## src/rtl/lk_tx_pkg.sv

```systemverilog
package lk_tx_pkg;

  typedef enum logic [2:0] {
    ST_IDLE,
    ST_REQ,
    ST_GRANT,
    ST_HOLD,
    ST_TX,
    ST_END,
    ST_REGRANT
  } lk_st_e;

  localparam logic [1:0] CTL_IDLE  = 2'b00;
  localparam logic [1:0] CTL_HOLD  = 2'b01;
  localparam logic [1:0] CTL_TX    = 2'b10;
  localparam logic [1:0] CTL_GRANT = 2'b11;

endpackage

```

## src/rtl/lk_tx_shift.sv

```systemverilog
module lk_tx_shift #(
  parameter int BYTE_W = 8,
  parameter int NIB_W  = 4
) (
  input  logic              clk,
  input  logic              rst_n,
  input  logic              ld,
  input  logic              sh,
  input  logic [BYTE_W-1:0] din,
  output logic [NIB_W-1:0]  nib,
  output logic              nib_last
);

  localparam int NPB = BYTE_W / NIB_W;
  localparam int CW  = (NPB > 1) ? $clog2(NPB) : 1;

  logic [BYTE_W-1:0] sh_q, sh_n;

  always_comb begin
    sh_n = sh_q;
    if (ld)      sh_n = din;
    else if (sh) sh_n = sh_q << NIB_W;
  end

  always_ff @(posedge clk or negedge rst_n) begin
    if (!rst_n)        sh_q <= '0;
    else if (ld || sh) sh_q <= sh_n;
  end

  assign nib = sh_q[BYTE_W-1 -: NIB_W];

  generate
    if (NPB == 1) begin : g_single
      assign nib_last = 1'b1;
    end else begin : g_count
      logic [CW-1:0] cnt_q, cnt_n;
      always_comb begin
        cnt_n = cnt_q;
        if (ld)      cnt_n = '0;
        else if (sh) cnt_n = cnt_q + CW'(1);
      end
      always_ff @(posedge clk or negedge rst_n) begin
        if (!rst_n)        cnt_q <= '0;
        else if (ld || sh) cnt_q <= cnt_n;
      end
      assign nib_last = (cnt_q == CW'(NPB - 1));
    end
  endgenerate

  // a byte load never coincides with a nibble shift
  p_ld_sh_excl_r4: assert property (@(posedge clk) disable iff (!rst_n)
    !(ld && sh));

endmodule

```

## src/rtl/lk_tx_fsm.sv

```systemverilog
module lk_tx_fsm
  import lk_tx_pkg::*;
#(
  parameter int SPD_W = 2
) (
  input  logic             clk,
  input  logic             rst_n,
  input  logic             tx_start,
  input  logic [SPD_W-1:0] tx_speed,
  input  logic             chain_next,
  input  logic             src_valid,
  input  logic             src_last,
  input  logic [1:0]       ctl_i,
  input  logic             nib_last,
  output logic             src_ready,
  output logic             ld,
  output logic             sh,
  output logic             drive,
  output logic             tx_active,
  output logic [1:0]       ctl_o,
  output logic             lreq,
  output logic             err_speed,
  output logic             err_underrun
);

  lk_st_e st_q, st_n;
  logic [SPD_W-1:0] spd_q;
  logic last_q, hold_q, err_spd_q, err_und_q;
  logic take, spd_bad, und_n;

  assign src_ready = ((st_q == ST_GRANT) && (ctl_i == CTL_IDLE)) ||
                     (st_q == ST_HOLD) ||
                     ((st_q == ST_TX) && nib_last && !last_q);
  assign take    = src_ready && src_valid;
  assign ld      = take;
  assign spd_bad = take && src_last && chain_next && (tx_speed != spd_q);
  assign und_n   = (st_q == ST_TX) && nib_last && !last_q && !src_valid;

  always_comb begin
    st_n = st_q;
    sh   = 1'b0;
    case (st_q)
      ST_IDLE:    if (tx_start) st_n = ST_REQ;
      ST_REQ:     if (ctl_i == CTL_GRANT) st_n = ST_GRANT;
      ST_GRANT:   if (ctl_i == CTL_IDLE) st_n = take ? ST_TX : ST_HOLD;
      ST_HOLD:    if (take) st_n = ST_TX;
      ST_TX: begin
        if (!nib_last)   sh   = 1'b1;
        else if (last_q) st_n = ST_END;
        else if (!take)  st_n = ST_END;
      end
      ST_END:     st_n = hold_q ? ST_REGRANT : ST_IDLE;
      ST_REGRANT: if (ctl_i == CTL_GRANT) st_n = ST_GRANT;
      default:    st_n = ST_IDLE;
    endcase
  end

  always_ff @(posedge clk or negedge rst_n) begin
    if (!rst_n) begin
      st_q      <= ST_IDLE;
      spd_q     <= '0;
      last_q    <= 1'b0;
      hold_q    <= 1'b0;
      err_spd_q <= 1'b0;
      err_und_q <= 1'b0;
    end else begin
      st_q      <= st_n;
      err_spd_q <= spd_bad;
      err_und_q <= und_n;
      if ((st_q == ST_IDLE) && tx_start) spd_q <= tx_speed;
      if (take) begin
        last_q <= src_last;
        hold_q <= src_last && chain_next && (tx_speed == spd_q);
      end
    end
  end

  assign drive     = (st_q == ST_HOLD) || (st_q == ST_TX) || (st_q == ST_END);
  assign tx_active = (st_q == ST_TX);
  assign lreq      = (st_q == ST_REQ);
  assign err_speed    = err_spd_q;
  assign err_underrun = err_und_q;

  always_comb begin
    case (st_q)
      ST_HOLD: ctl_o = CTL_HOLD;
      ST_TX:   ctl_o = CTL_TX;
      ST_END:  ctl_o = hold_q ? CTL_HOLD : CTL_IDLE;
      default: ctl_o = CTL_IDLE;
    endcase
  end

  // the request drops once the grant code is seen
  p_lreq_drop_r1: assert property (@(posedge clk) disable iff (!rst_n)
    (lreq && ctl_i == CTL_GRANT) |=> !lreq);

  // the link only starts driving right after a PHY idle clock
  p_take_after_idle_r2: assert property (@(posedge clk) disable iff (!rst_n)
    $rose(drive) |-> $past(ctl_i) == CTL_IDLE);

  // transmit is never followed directly by release
  p_tx_continue_r4: assert property (@(posedge clk) disable iff (!rst_n)
    (drive && ctl_o == CTL_TX) |=> drive);

  // the closing code lasts one clock, then the pins are released
  p_release_after_end_r5: assert property (@(posedge clk) disable iff (!rst_n)
    (st_q == ST_END) |=> !drive);

  // a speed error never coincides with an underrun
  p_err_excl_r7: assert property (@(posedge clk) disable iff (!rst_n)
    err_speed |-> !err_underrun);

  // an underrun flag follows a transmit clock
  p_underrun_after_tx_r8: assert property (@(posedge clk) disable iff (!rst_n)
    $rose(err_underrun) |-> ctl_o == CTL_IDLE && drive);

endmodule

```

## src/rtl/lk_tx_ctrl.sv

```systemverilog
module lk_tx_ctrl
  import lk_tx_pkg::*;
#(
  parameter int BYTE_W = 8,
  parameter int NIB_W  = 4,
  parameter int SPD_W  = 2
) (
  input  logic              clk,
  input  logic              rst_n,
  input  logic              tx_start,
  input  logic [SPD_W-1:0]  tx_speed,
  input  logic              chain_next,
  input  logic [BYTE_W-1:0] src_data,
  input  logic              src_valid,
  input  logic              src_last,
  output logic              src_ready,
  input  logic [1:0]        ctl_i,
  output logic [1:0]        ctl_o,
  output logic              ctl_oe,
  output logic [NIB_W-1:0]  d_o,
  output logic              d_oe,
  output logic              lreq,
  output logic              err_speed,
  output logic              err_underrun
);

  logic ld, sh, nib_last, drive, tx_active;
  logic [NIB_W-1:0] nib;

  lk_tx_fsm #(.SPD_W(SPD_W)) u_fsm (
    .clk          (clk),
    .rst_n        (rst_n),
    .tx_start     (tx_start),
    .tx_speed     (tx_speed),
    .chain_next   (chain_next),
    .src_valid    (src_valid),
    .src_last     (src_last),
    .ctl_i        (ctl_i),
    .nib_last     (nib_last),
    .src_ready    (src_ready),
    .ld           (ld),
    .sh           (sh),
    .drive        (drive),
    .tx_active    (tx_active),
    .ctl_o        (ctl_o),
    .lreq         (lreq),
    .err_speed    (err_speed),
    .err_underrun (err_underrun)
  );

  lk_tx_shift #(.BYTE_W(BYTE_W), .NIB_W(NIB_W)) u_shift (
    .clk      (clk),
    .rst_n    (rst_n),
    .ld       (ld),
    .sh       (sh),
    .din      (src_data),
    .nib      (nib),
    .nib_last (nib_last)
  );

  assign ctl_oe = drive;
  assign d_oe   = drive;
  assign d_o    = tx_active ? nib : '0;

  // data lines are zero whenever the link drives a non-transmit code
  p_quiet_data_r3: assert property (@(posedge clk) disable iff (!rst_n)
    (d_oe && ctl_o != CTL_TX) |-> d_o == '0);

endmodule

```

## config.mk

```make
export PLATFORM = sky130hd
export DESIGN_NAME = lk_tx_ctrl
export DESIGN_NICKNAME = d
export VERILOG_FILES = /design/src/rtl/lk_tx_pkg.sv /design/src/rtl/lk_tx_shift.sv /design/src/rtl/lk_tx_fsm.sv /design/src/rtl/lk_tx_ctrl.sv
export SDC_FILE = /design/constraint.sdc
export NUM_CORES = 1
export LEC_CHECK = 0
export ABC_AREA = 1
export BUFFER_PORTS_ARGS = -buffer_cell sky130_fd_sc_hd__buf_2
export CAP_MARGIN = 40
export CORE_MARGIN = 1.5
export CORE_UTILIZATION = 57
export CTS_BUF_LIST = sky130_fd_sc_hd__clkbuf_8
export DETAILED_ROUTE_END_ITERATION = 12
export PLACE_DENSITY = 0.86
export SYNTH_ARGS = -nofsm -noshare
export SYNTH_HDL_FRONTEND = slang
export SYNTH_SLANG_ARGS = --single-unit
```

## constraint.sdc

```tcl
create_clock -name clk -period 3.4 [get_ports clk]
set_input_delay 0.17 -clock clk [delete_from_list [all_inputs] [get_ports clk]]
set_output_delay 0.17 -clock clk [all_outputs]
set_load 0.02 [all_outputs]
```

==> results.py, run 1 <==
metrics = {
    "status": {
        "outcome": "complete, no violations",
    },
    "global_routing": {
        "grt_start_max_net_pins": 19,
        "grt_pass1_wl_mm": 3.39,
        "grt_overflow": 0,
        "antenna_found_initial": 0,
        "grt_use_total_pct": 23.3,
        "grt_pass1_vias": 820,
    },
    "clock_tree": {
        "clock_latency_ns": 0.25,
        "cts_buffer_depth": 2,
        "cts_hold_buf": 1,
        "cts_buffers": 3,
        "htreeDepth": 1,
        "cts_tree": "built",
        "clk_pin_slew_ns": 0.07,
        "cts_resized": 0,
        "cts_sinks": 18,
        "post_cts_buffers": 0,
        "cts_root_buf": "clkbuf_8",
    },
    "final_layout": {
        "final_common_cell": "nand2_1",
        "antenna_cells": 0,
        "area_delta_synth_final_pct": 19.8,
        "fin_nets": 195,
        "final_cell_mix": "nand2_1, buf_2, inv_1",
        "fillers": 144,
        "fin_area_sq_um": 1260,
        "utilization_pct": 73.1,
        "layout.cells.non_filler": 201,
        "drive_above_1_share_pct": 27.8,
    },
    "timing": {
        "final.min_clock_period_ns": 1.63,
        "rsz0062_at_grt": "no",
        "hold_violations": 0,
        "tns_ns": 0,
        "setup_violations": 0,
        "fin_crit_sh_pct": 47.9,
        "whs_ns": 0.113,
        "slew_headroom_pct": 73.0,
        "finClkSkew_ns": 0.000931,
        "fmax_mhz": 614,
        "setup_slack_ns": 1.77,
        "worst_slew_pin_slew_ns": 0.405,
        "drv_slew": 0,
    },
    "floorplan": {
        "die_height_um": 46.0,
        "die_w_um": 46.0,
        "num_io_pins": 30,
        "fp-row-count": 15,
        "fp.dieArea_sq_um": 2120,
        "design.core.area_sq_um": 1730,
        "start_util_pct": 61.0,
    },
    "synthesis": {
        "ys_ff_latch": 18,
        "synth_edf_count": 0,
        "synth_nets": 163,
        "syn_avg_cell_area_sq_um": 7.27,
        "synthesis.area_sq_um": 1050,
        "async_reset_ff_share_pct": 100,
        "yosysUniqueCellTypes": 24,
        "synth_ff_type": "dfrtp_1",
        "ys_warn_count": 0,
        "syn-instance-count": 145,
        "seq_area_frac_synth_pct": 42.8,
    },
    "power": {
        "power_density_nw_per_um2": 805,
        "finalPower_mw": 1.02,
        "vdd_ir_drop_max_v": 0.000529,
        "p_leak_nw": 0.779,
    },
    "place": {
        "gp_congestion": 0.847,
        "placed_cell_area_sq_um": 1200,
        "dpl.hpwl_mm": 1.61,
        "dp_cells": 196,
        "numPortBuffers": 29,
        "pre_cts_slack_ns": 1.89,
    },
    "route": {
        "drt-initial-drc-count": 19,
        "firstDrtPassIters": 4,
        "vias": 974,
        "wl_per_cell_um": 10.5,
        "drt_drc_violations_left": 0,
        "drt-total-wl_mm": 2.11,
        "ant_nets": 0,
        "via_per_inst": 4.85,
    },
    "worst_setup_path": {
        "crit_fanout": 7,
        "critPathRequiredTime_ns": 3.23,
        "crit_type": "register to primary output",
        "worstPathArrival_ns": 1.46,
        "crit_path_end_kind": "primary output",
        "start_kind": "register",
    },
    "job": {
        "maxCapViolations": 0,
    },
    "hold_path": {
        "hp-class": "primary input to register",
    },
}
==> sequential cells by signal (all words and copies together) (netlist names) <==
signal	count
u_fsm.hold_q	1
u_fsm.err_speed	1
u_shift.sh_q	8
u_fsm.err_underrun	1
u_fsm.spd_q	2
u_fsm.last_q	1
u_shift.nib_last	1
u_fsm.st_q	3
==> worst paths after layout <==
check | from | to | slack [ns] | depth (start not counted)
worst max-delay path | u_fsm.st_q[0] | d_o[1] | 1.77 | 4
max in group asynchronous | rst_n | u_shift.sh_q[7] | 2.74 | 2
worst min-delay path | src_data[2] | u_shift.sh_q[2] | 0.11 | 3
worst max register to register | u_fsm.st_q[0] | u_fsm.st_q[1] | 1.84 | 8
worst min register to register | u_shift.sh_q[3] | u_shift.sh_q[3] | 0.48 | 2
min in group asynchronous | rst_n | u_fsm.spd_q[0] | 0.38 | 2
==> report_power, final <==
group | leakage, nW | internal [mW] | switching [mW]
registers | 0.228 | 0.304 | 0.0707
logic | 0.521 | 0.164 | 0.306
clock network | 0.0288 | 0.103 | 0.0693
total | 0.779 | 0.571 | 0.446
==> layout make-up <==
cell class	instances	area (sq um)	area share, %
clock buffer	4	55.1	4.36
tap	25	31.3	2.48
timing repair buffer	30	155	12.3
multi-input combinational	100	475	37.7
sequential	18	450	35.7
inverter	24	95.1	7.53
==> Yosys cell counts, types with 2 or more instances <==
| library cell | instances | area [sq um] |
|---|---|---|
| a21oi_1 | 2 | 10.0 |
| dfrtp_1 | 18 | 450 |
| inv_1 | 21 | 78.8 |
| inv_2 | 2 | 7.51 |
| mux2_2 | 2 | 22.5 |
| nand2_1 | 60 | 225 |
| nand2_2 | 2 | 12.5 |
| nand3_1 | 6 | 30.0 |
| nand3_2 | 2 | 20.0 |
| nor2_1 | 13 | 48.8 |
| nor2_2 | 2 | 12.5 |
| o21ai_0 | 3 | 15.0 |
==> routing by layer <==
layer / wire [um] / up-vias / GRT usage, %
met4: 31 / 0 / 12.6
met3: 118 / 4 / 5.16
li1: - / 499 / -
met5: 0 / - / 0
met2: 983 / 40 / 35.3
met1: 978 / 431 / 30.8
==> kinds of logic (layout without fill, tap and decap cells) <==
family | after synthesis | after routing | share of synthesized area, %
multiplexers | 2 | 2 | 2.14
buffers and inverters | 27 | 58 | 12.1
AND/OR/NAND/NOR | 91 | 91 | 39.3
XOR/XNOR | 1 | 1 | 0.832
AO/OA/AOI/OAI | 6 | 6 | 2.85
flip-flops | 18 | 18 | 42.8
==> critical path, cell delays in order (launching register included) <==
cell,delay [ns]
dfrtp_1,0.45
nor2_1,0.24
nand2_1,0.21
nor2_1,0.13
buf_2,0.17
Note: power is estimated with default switching activity, not from simulation.
==> run 2, diff against run 1 <==
--- a/config.mk
+++ b/config.mk
@@ -9,10 +9,10 @@
 export BUFFER_PORTS_ARGS = -buffer_cell sky130_fd_sc_hd__buf_2
 export CAP_MARGIN = 40
 export CORE_MARGIN = 1.5
-export CORE_UTILIZATION = 57
+export CORE_UTILIZATION = 53
 export CTS_BUF_LIST = sky130_fd_sc_hd__clkbuf_8
 export DETAILED_ROUTE_END_ITERATION = 12
-export PLACE_DENSITY = 0.86
+export PLACE_DENSITY = 0.81
 export SYNTH_ARGS = -nofsm -noshare
 export SYNTH_HDL_FRONTEND = slang
 export SYNTH_SLANG_ARGS = --single-unit
==> constraint.sdc (replaced) <==
create_clock -name clk -period 1.6 [get_ports clk]
set_input_delay 0.08 -clock clk [delete_from_list [all_inputs] [get_ports clk]]
set_output_delay 0.08 -clock clk [all_outputs]
set_load 0.02 [all_outputs]
==> run 2 against run 1 <==
Clock power up 78%. Non-clock buffer count up 1. Sequential share of layout area up 0.11 points. Worst setup slack worse by 1.6 ns. Global-route usage down 3.2 points. Critical path depth up 1. Die area up 7.1%. Register-to-register slack worse by 1.7 ns. First-iteration DRC count up 11%. Largest cell class unchanged.
==> results.py, run 2 (synthesis gave the netlist of run 1 again) <==
metrics = {
    "power": {
        "power_density_nw_per_um2": 1660,
        "power_frac_clock_pct": 14.7,
        "swShare_pct": 43.9,
        "p_switching_mw": 0.916,
        "p_int_mw": 1.17,
        "vdd_ir_drop_max_v": 0.00112,
        "p_comb_share_pct": 47.3,
        "p_leak_nw": 0.776,
        "p_seq_share_pct": 37.9,
    },
    "place": {
        "pre_cts_slack_ns": 0.144,
        "numPortBuffers": 29,
        "dpl.hpwl_mm": 1.58,
        "gp_congestion": 0.927,
    },
    "worst_setup_path": {
        "crit_fanout": 6,
        "crit_type": "register to primary output",
        "slowest_delay_ns": 0.45,
        "r2r-start": "u_fsm.st_q[2]",
        "cp-startpoint": "u_fsm.st_q[1]",
        "ff2ff_path_depth": 8,
        "critical_path_buf_inv_count": 2,
        "endpoint": "d_o[0]",
        "cp_cell_sequence": "nor2_2, nand2_1, buf_4, nor2_1, buf_2",
        "slowest_stage": "dfrtp_1",
        "r2r-end": "u_shift.sh_q[3]",
        "crit_family": "flip-flops",
        "worstPathArrival_ns": 1.40,
        "start_kind": "register",
        "crit_path_end_kind": "primary output",
        "worst-path-stages": 5,
        "critPathRequiredTime_ns": 1.52,
        "rrSetupSlack_ns": 0.18,
    },
    "timing": {
        "slew_headroom_pct": 73.1,
        "tns_ns": 0,
        "hold_violations": 0,
        "worst_slew_pin_slew_ns": 0.403,
        "setup_slack_ns": 0.125,
        "whs_ns": 0.0283,
        "fin_crit_sh_pct": 92.2,
        "finClkSkew_ns": 0.000990,
        "fmax_mhz": 678,
        "drv_slew": 0,
        "final.min_clock_period_ns": 1.48,
        "setup_violations": 0,
        "rsz0062_at_grt": "no",
    },
    "clock_tree": {
        "clk_pin_slew_ns": 0.06,
        "post_cts_buffers": 0,
        "cts_tree": "built",
        "clock_latency_ns": 0.25,
        "htreeDepth": 1,
        "cts_root_buf": "clkbuf_8",
        "cts_buffers": 3,
        "cts_buffer_depth": 2,
        "cts_sinks": 18,
    },
    "final_layout": {
        "antenna_cells": 0,
        "final_common_cell": "nand2_1",
        "area_delta_synth_final_pct": 19.5,
        "top_regs": "u_shift.sh_q x8, u_fsm.st_q x3, u_fsm.spd_q x2",
        "fillers": 171,
        "multi_input_area_sq_um": 478,
        "largest_reg_flops": 8,
        "ff_latch_area_sq_um": 450,
        "top_register": "u_shift.sh_q",
        "fin_nets": 196,
        "final_cell_mix": "nand2_1, buf_2, inv_1",
        "drive_above_1_share_pct": 28.4,
    },
    "route": {
        "ant_nets": 0,
        "via_per_inst": 4.62,
        "vias": 929,
        "drt-initial-drc-count": 21,
        "drt-total-wl_mm": 1.98,
        "wl_per_cell_um": 9.84,
        "firstDrtPassIters": 4,
        "drt_drc_violations_left": 0,
    },
    "floorplan": {
        "die_height_um": 47.6,
        "fp.dieArea_sq_um": 2260,
        "die_w_um": 47.6,
        "start_util_pct": 58.5,
        "num_io_pins": 30,
        "fp-row-count": 15,
        "design.core.area_sq_um": 1800,
    },
    "global_routing": {
        "gr-max-usage-layer": "met2",
        "grt_pass1_wl_mm": 3.15,
        "grt_pass1_vias": 775,
        "grt_use_met3_pct": 3.77,
        "grt_use_total_pct": 20.2,
        "grt_util_met2_pct": 32.2,
        "grt_util_met1_pct": 27.9,
        "grt_overflow": 0,
        "antenna_found_initial": 0,
        "grt_start_max_net_pins": 19,
    },
    "job": {
        "maxCapViolations": 0,
    },
    "hold_path": {
        "hp-class": "primary input to register",
        "min_from": "src_data[2]",
    },
    "status": {
        "outcome": "complete, no violations",
    },
}
## run 2: changes by cell type in the layout (fill, tap and decap cells not counted)
cell	previous run	this run
nor2_2	2	3
buf_4	0	1
nor2_1	13	12
clkbuf_8	4	3
## run 2: area by class of cell
| class | count | share of cell area [%] |
|---|---|---|
| multi-input combinational | 100 | 38.0 |
| sequential | 18 | 35.8 |
| timing repair buffer | 31 | 12.9 |
| tap | 25 | 2.49 |
| inverter | 24 | 7.55 |
| clock buffer | 3 | 3.28 |
## run 2: metrics by stage
| stage | std cells | power, mW | area [sq um] | util [%] |
|---|---|---|---|---|
| 4_1_cts | 201 | 2.09 | 1260 | 69.7 |
| 5_1_grt | 201 | 2.29 | 1260 | 69.9 |
| 3_3_place_gp | 197 | 1.75 | 1200 | 66.9 |
| 2_1_floorplan | 145 | 1.57 | 1050 | - |
| 6_report | 201 | 2.09 | 1260 | 69.9 |
| 3_5_place_dp | 197 | 1.78 | 1200 | 66.9 |
## run 2: what timing repair did
action                                  4_1_cts  5_1_grt
resized for setup                             0        1
endpoints found under the setup margin        0       17
hold buffers                                  1        0
endpoints found under the hold margin        18        0
## run 2: worst min path at each step
stage | end | slack, ns | cells after the start
floorplan | u_fsm.err_speed | -0.22 | 0
global placement | u_fsm.spd_q[1] | 0.03 | 1
detailed placement | u_fsm.spd_q[1] | 0.03 | 1
CTS | u_shift.sh_q[2] | 0.03 | 3
global route | u_shift.sh_q[0] | 0.03 | 3
finish | u_shift.sh_q[2] | 0.03 | 3
## run 2: worst register-to-register path: stages (launching register included)
cell and delay (ns):
dfrtp_1 0.50, inv_1 0.14, nand3_2 0.12, nand3_4 0.11
nand2_4 0.11, inv_6 0.07, nor2_4 0.17, nand2_1 0.08
nand2_1 0.06
## run 2: metal layers
| metal | up-vias | share of wire, % |
|---|---|---|
| li1 | 500 | - |
| met1 | 401 | 48 |
| met2 | 26 | 46 |
| met3 | 2 | 5.7 |
| met4 | 0 | 0.56 |
| met5 | - | 0 |
## run 2: power groups by stage
stage | registers (mW) | logic, mW | clock network, mW
2_1_floorplan | 0.753 | 0.820 | 0
3_3_place_gp | 0.789 | 0.966 | 0
3_5_place_dp | 0.794 | 0.988 | 0
4_1_cts | 0.786 | 0.993 | 0.316
5_1_grt | 0.815 | 1.13 | 0.339
6_report | 0.791 | 0.987 | 0.307
==> run 3, diff against run 2 <==
--- a/config.mk
+++ b/config.mk
@@ -5,14 +5,14 @@
 export SDC_FILE = /design/constraint.sdc
 export NUM_CORES = 1
 export LEC_CHECK = 0
-export ABC_AREA = 1
 export BUFFER_PORTS_ARGS = -buffer_cell sky130_fd_sc_hd__buf_2
 export CAP_MARGIN = 40
 export CORE_MARGIN = 1.5
-export CORE_UTILIZATION = 53
+export CORE_UTILIZATION = 52
 export CTS_BUF_LIST = sky130_fd_sc_hd__clkbuf_8
 export DETAILED_ROUTE_END_ITERATION = 12
-export PLACE_DENSITY = 0.81
+export GPL_ROUTABILITY_DRIVEN = 0
+export PLACE_DENSITY = 0.8
 export SYNTH_ARGS = -nofsm -noshare
 export SYNTH_HDL_FRONTEND = slang
 export SYNTH_SLANG_ARGS = --single-unit
==> run 3 against run 2 <==
Critical path depth decreased by 1. First-iteration DRC count up 9.5%. Clock power grew 22%. Hold slack improved by 0.027 ns. Sequential power rose by 1%. Power is 16% higher. Combinational power grew 26%. Die area shrank 2.9%. Register-to-register slack worse by 0.14 ns. Area after synthesis decreased by 4.9%. Sequential cell count stayed put.
==> results.py, run 3 <==
metrics = {
    "route": {
        "drt-initial-drc-count": 23,
        "ant_nets": 0,
        "drt-total-wl_mm": 2.30,
        "vias": 897,
        "firstDrtPassIters": 4,
        "via_per_inst": 5.50,
        "drt_drc_violations_left": 0,
        "wl_per_cell_um": 14.1,
    },
    "worst_setup_path": {
        "ff2ff_path_depth": 4,
        "cp_cell_sequence": "nor3b_4, o2bb2ai_4, and2_4, mux2_4",
        "crit_path_end_kind": "register",
        "cp-startpoint": "u_fsm.st_q[1]",
        "start_kind": "register",
        "slowest_stage": "dfrtp_2",
        "critPathRequiredTime_ns": 1.74,
        "r2r-start": "u_fsm.st_q[1]",
        "worstPathArrival_ns": 1.70,
        "r2r-end": "u_fsm.last_q",
        "critical_path_buf_inv_count": 0,
        "crit_type": "register to register",
        "endpoint": "u_fsm.last_q",
        "worst-path-stages": 4,
        "slowest_delay_ns": 0.45,
        "crit_family": "simple AND/OR/NAND/NOR gates",
        "rrSetupSlack_ns": 0.04,
        "crit_fanout": 12,
    },
    "synthesis": {
        "synth_common_cells": "dfrtp_1, and2_1, nand2_1",
        "yosysMostFrequentCell": "dfrtp_1",
        "synthesis.area_sq_um": 1000,
        "seq_area_frac_synth_pct": 44.9,
        "syn-instance-count": 98,
        "synth_ff_type": "dfrtp_1",
        "synth_area_leader_cell": "dfrtp_1",
        "synth_nets": 116,
        "async_reset_ff_share_pct": 100,
        "syn_avg_cell_area_sq_um": 10.2,
        "ys_ff_latch": 18,
        "synth_top_area_share_pct": 44.9,
        "synth_edf_count": 0,
        "yosys-top-cells-area": "dfrtp_1, a221o_1, and2_1",
        "yosysUniqueCellTypes": 37,
        "ys_warn_count": 0,
    },
    "hold_path": {
        "hp-class": "primary input to register",
    },
    "timing": {
        "final.min_clock_period_ns": 1.56,
        "worst_slew_pin_slew_ns": 0.418,
        "fmax_mhz": 642,
        "rsz0062_at_grt": "yes",
        "setup_violations": 0,
        "fin_crit_sh_pct": 97.3,
        "setup_slack_ns": 0.0429,
        "whs_ns": 0.0550,
        "drv_slew": 0,
        "finClkSkew_ns": 0.00142,
        "hold_violations": 0,
        "slew_headroom_pct": 72.1,
    },
    "final_layout": {
        "final_common_cell": "buf_2",
        "final_cell_mix": "buf_2, dfrtp_1, buf_4",
        "largest_reg_flops": 8,
        "top_regs": "u_shift.sh_q x8, u_fsm.st_q x3, u_fsm.spd_q x2",
        "top_register": "u_shift.sh_q",
        "drive_above_1_share_pct": 41.3,
        "layout.cells.non_filler": 163,
        "fin_area_sq_um": 1310,
        "area_delta_synth_final_pct": 31.0,
        "antenna_cells": 0,
        "fin_nets": 157,
    },
    "floorplan": {
        "fp-row-count": 15,
        "design.core.area_sq_um": 1760,
        "start_util_pct": 56.8,
        "die_height_um": 46.9,
        "die_w_um": 46.9,
        "num_io_pins": 30,
        "fp.dieArea_sq_um": 2200,
    },
    "global_routing": {
        "grt_overflow": 0,
        "grt_start_max_net_pins": 19,
        "grt_use_total_pct": 23.9,
        "grt_pass1_vias": 814,
        "antenna_found_initial": 0,
        "grt_pass1_wl_mm": 3.62,
    },
    "place": {
        "numPortBuffers": 29,
        "placed_cell_area_sq_um": 1240,
        "dpl.hpwl_mm": 1.68,
        "dp_cells": 158,
        "pre_cts_slack_ns": 0.0202,
    },
    "power": {
        "vdd_ir_drop_max_v": 0.00106,
        "power_density_nw_per_um2": 1840,
        "p_leak_nw": 0.637,
        "finalPower_mw": 2.41,
    },
    "clock_tree": {
        "htreeDepth": 1,
        "cts_tree": "built",
        "clock_latency_ns": 0.25,
        "cts_root_buf": "clkbuf_8",
        "cts_buffers": 3,
        "cts_buffer_depth": 2,
        "post_cts_buffers": 0,
        "clk_pin_slew_ns": 0.07,
        "cts_sinks": 18,
    },
    "status": {
        "outcome": "complete, no violations",
    },
    "job": {
        "maxCapViolations": 0,
    },
}
run 3: cell families (layout without fill, tap and decap cells):
group,after synthesis,after routing,synth area share (%)
compound gates,24,24,19.1
xor+xnor,2,2,1.75
buf+inv,7,47,4.00
flops,18,18,44.9
mux,5,5,5.49
simple gates,42,42,24.7
run 3: metal layers:
metal,track usage [%],vias up,part of all wire (%)
li1,-,432,-
met1,30.3,424,44
met2,40.0,37,51
met3,5.77,4,5.0
met5,0,-,0
met4,7.78,0,0.57
run 3: final cells by class:
cell class              instances  area, sq um
clock buffers                   4         55.1
well taps                      25         31.3
multi-input cells              73          527
fillers                       141          452
inverters                       2         7.51
repair buffers                 41          240
flip-flops and latches         18          452
run 3: worst min path at each step:
stage / startpoint / to / slack [ns] / depth (start not counted)
finish: src_data[6] / u_shift.sh_q[6] / 0.05 / 2
global route: src_data[7] / u_shift.sh_q[7] / 0.05 / 2
CTS: src_data[7] / u_shift.sh_q[7] / 0.06 / 2
detailed placement: rst_n / u_fsm.st_q[2] / 0.03 / 1
global placement: rst_n / u_fsm.st_q[2] / 0.02 / 1
floorplan: rst_n / u_fsm.err_speed / -0.22 / 0
run 3: timing repair:
item	4_1_cts	5_1_grt
gates resized for setup	0	4
hold endpoints to repair	18	0
setup endpoints to repair	0	8
hold buffers	1	0
run 3: through the flow:
step	setup TNS, ns	utilization [%]
2_1_floorplan	-0.999	-
5_1_grt	-0.0474	74.4
3_3_place_gp	0	70.1
4_1_cts	0	73.8
6_report	0	74.4
3_5_place_dp	0	70.1
run 3: worst reg2reg max path: stages (launching register included):
cell	delay (ns)
dfrtp_2	0.45
nor3b_4	0.28
o2bb2ai_4	0.15
and2_4	0.25
mux2_4	0.31
run 3: power breakdown:
part,total (mW),leakage [nW],internal [mW],switching (mW)
logic,1.24,0.382,0.614,0.623
clock network,0.375,0.0288,0.219,0.157
registers,0.802,0.227,0.650,0.152
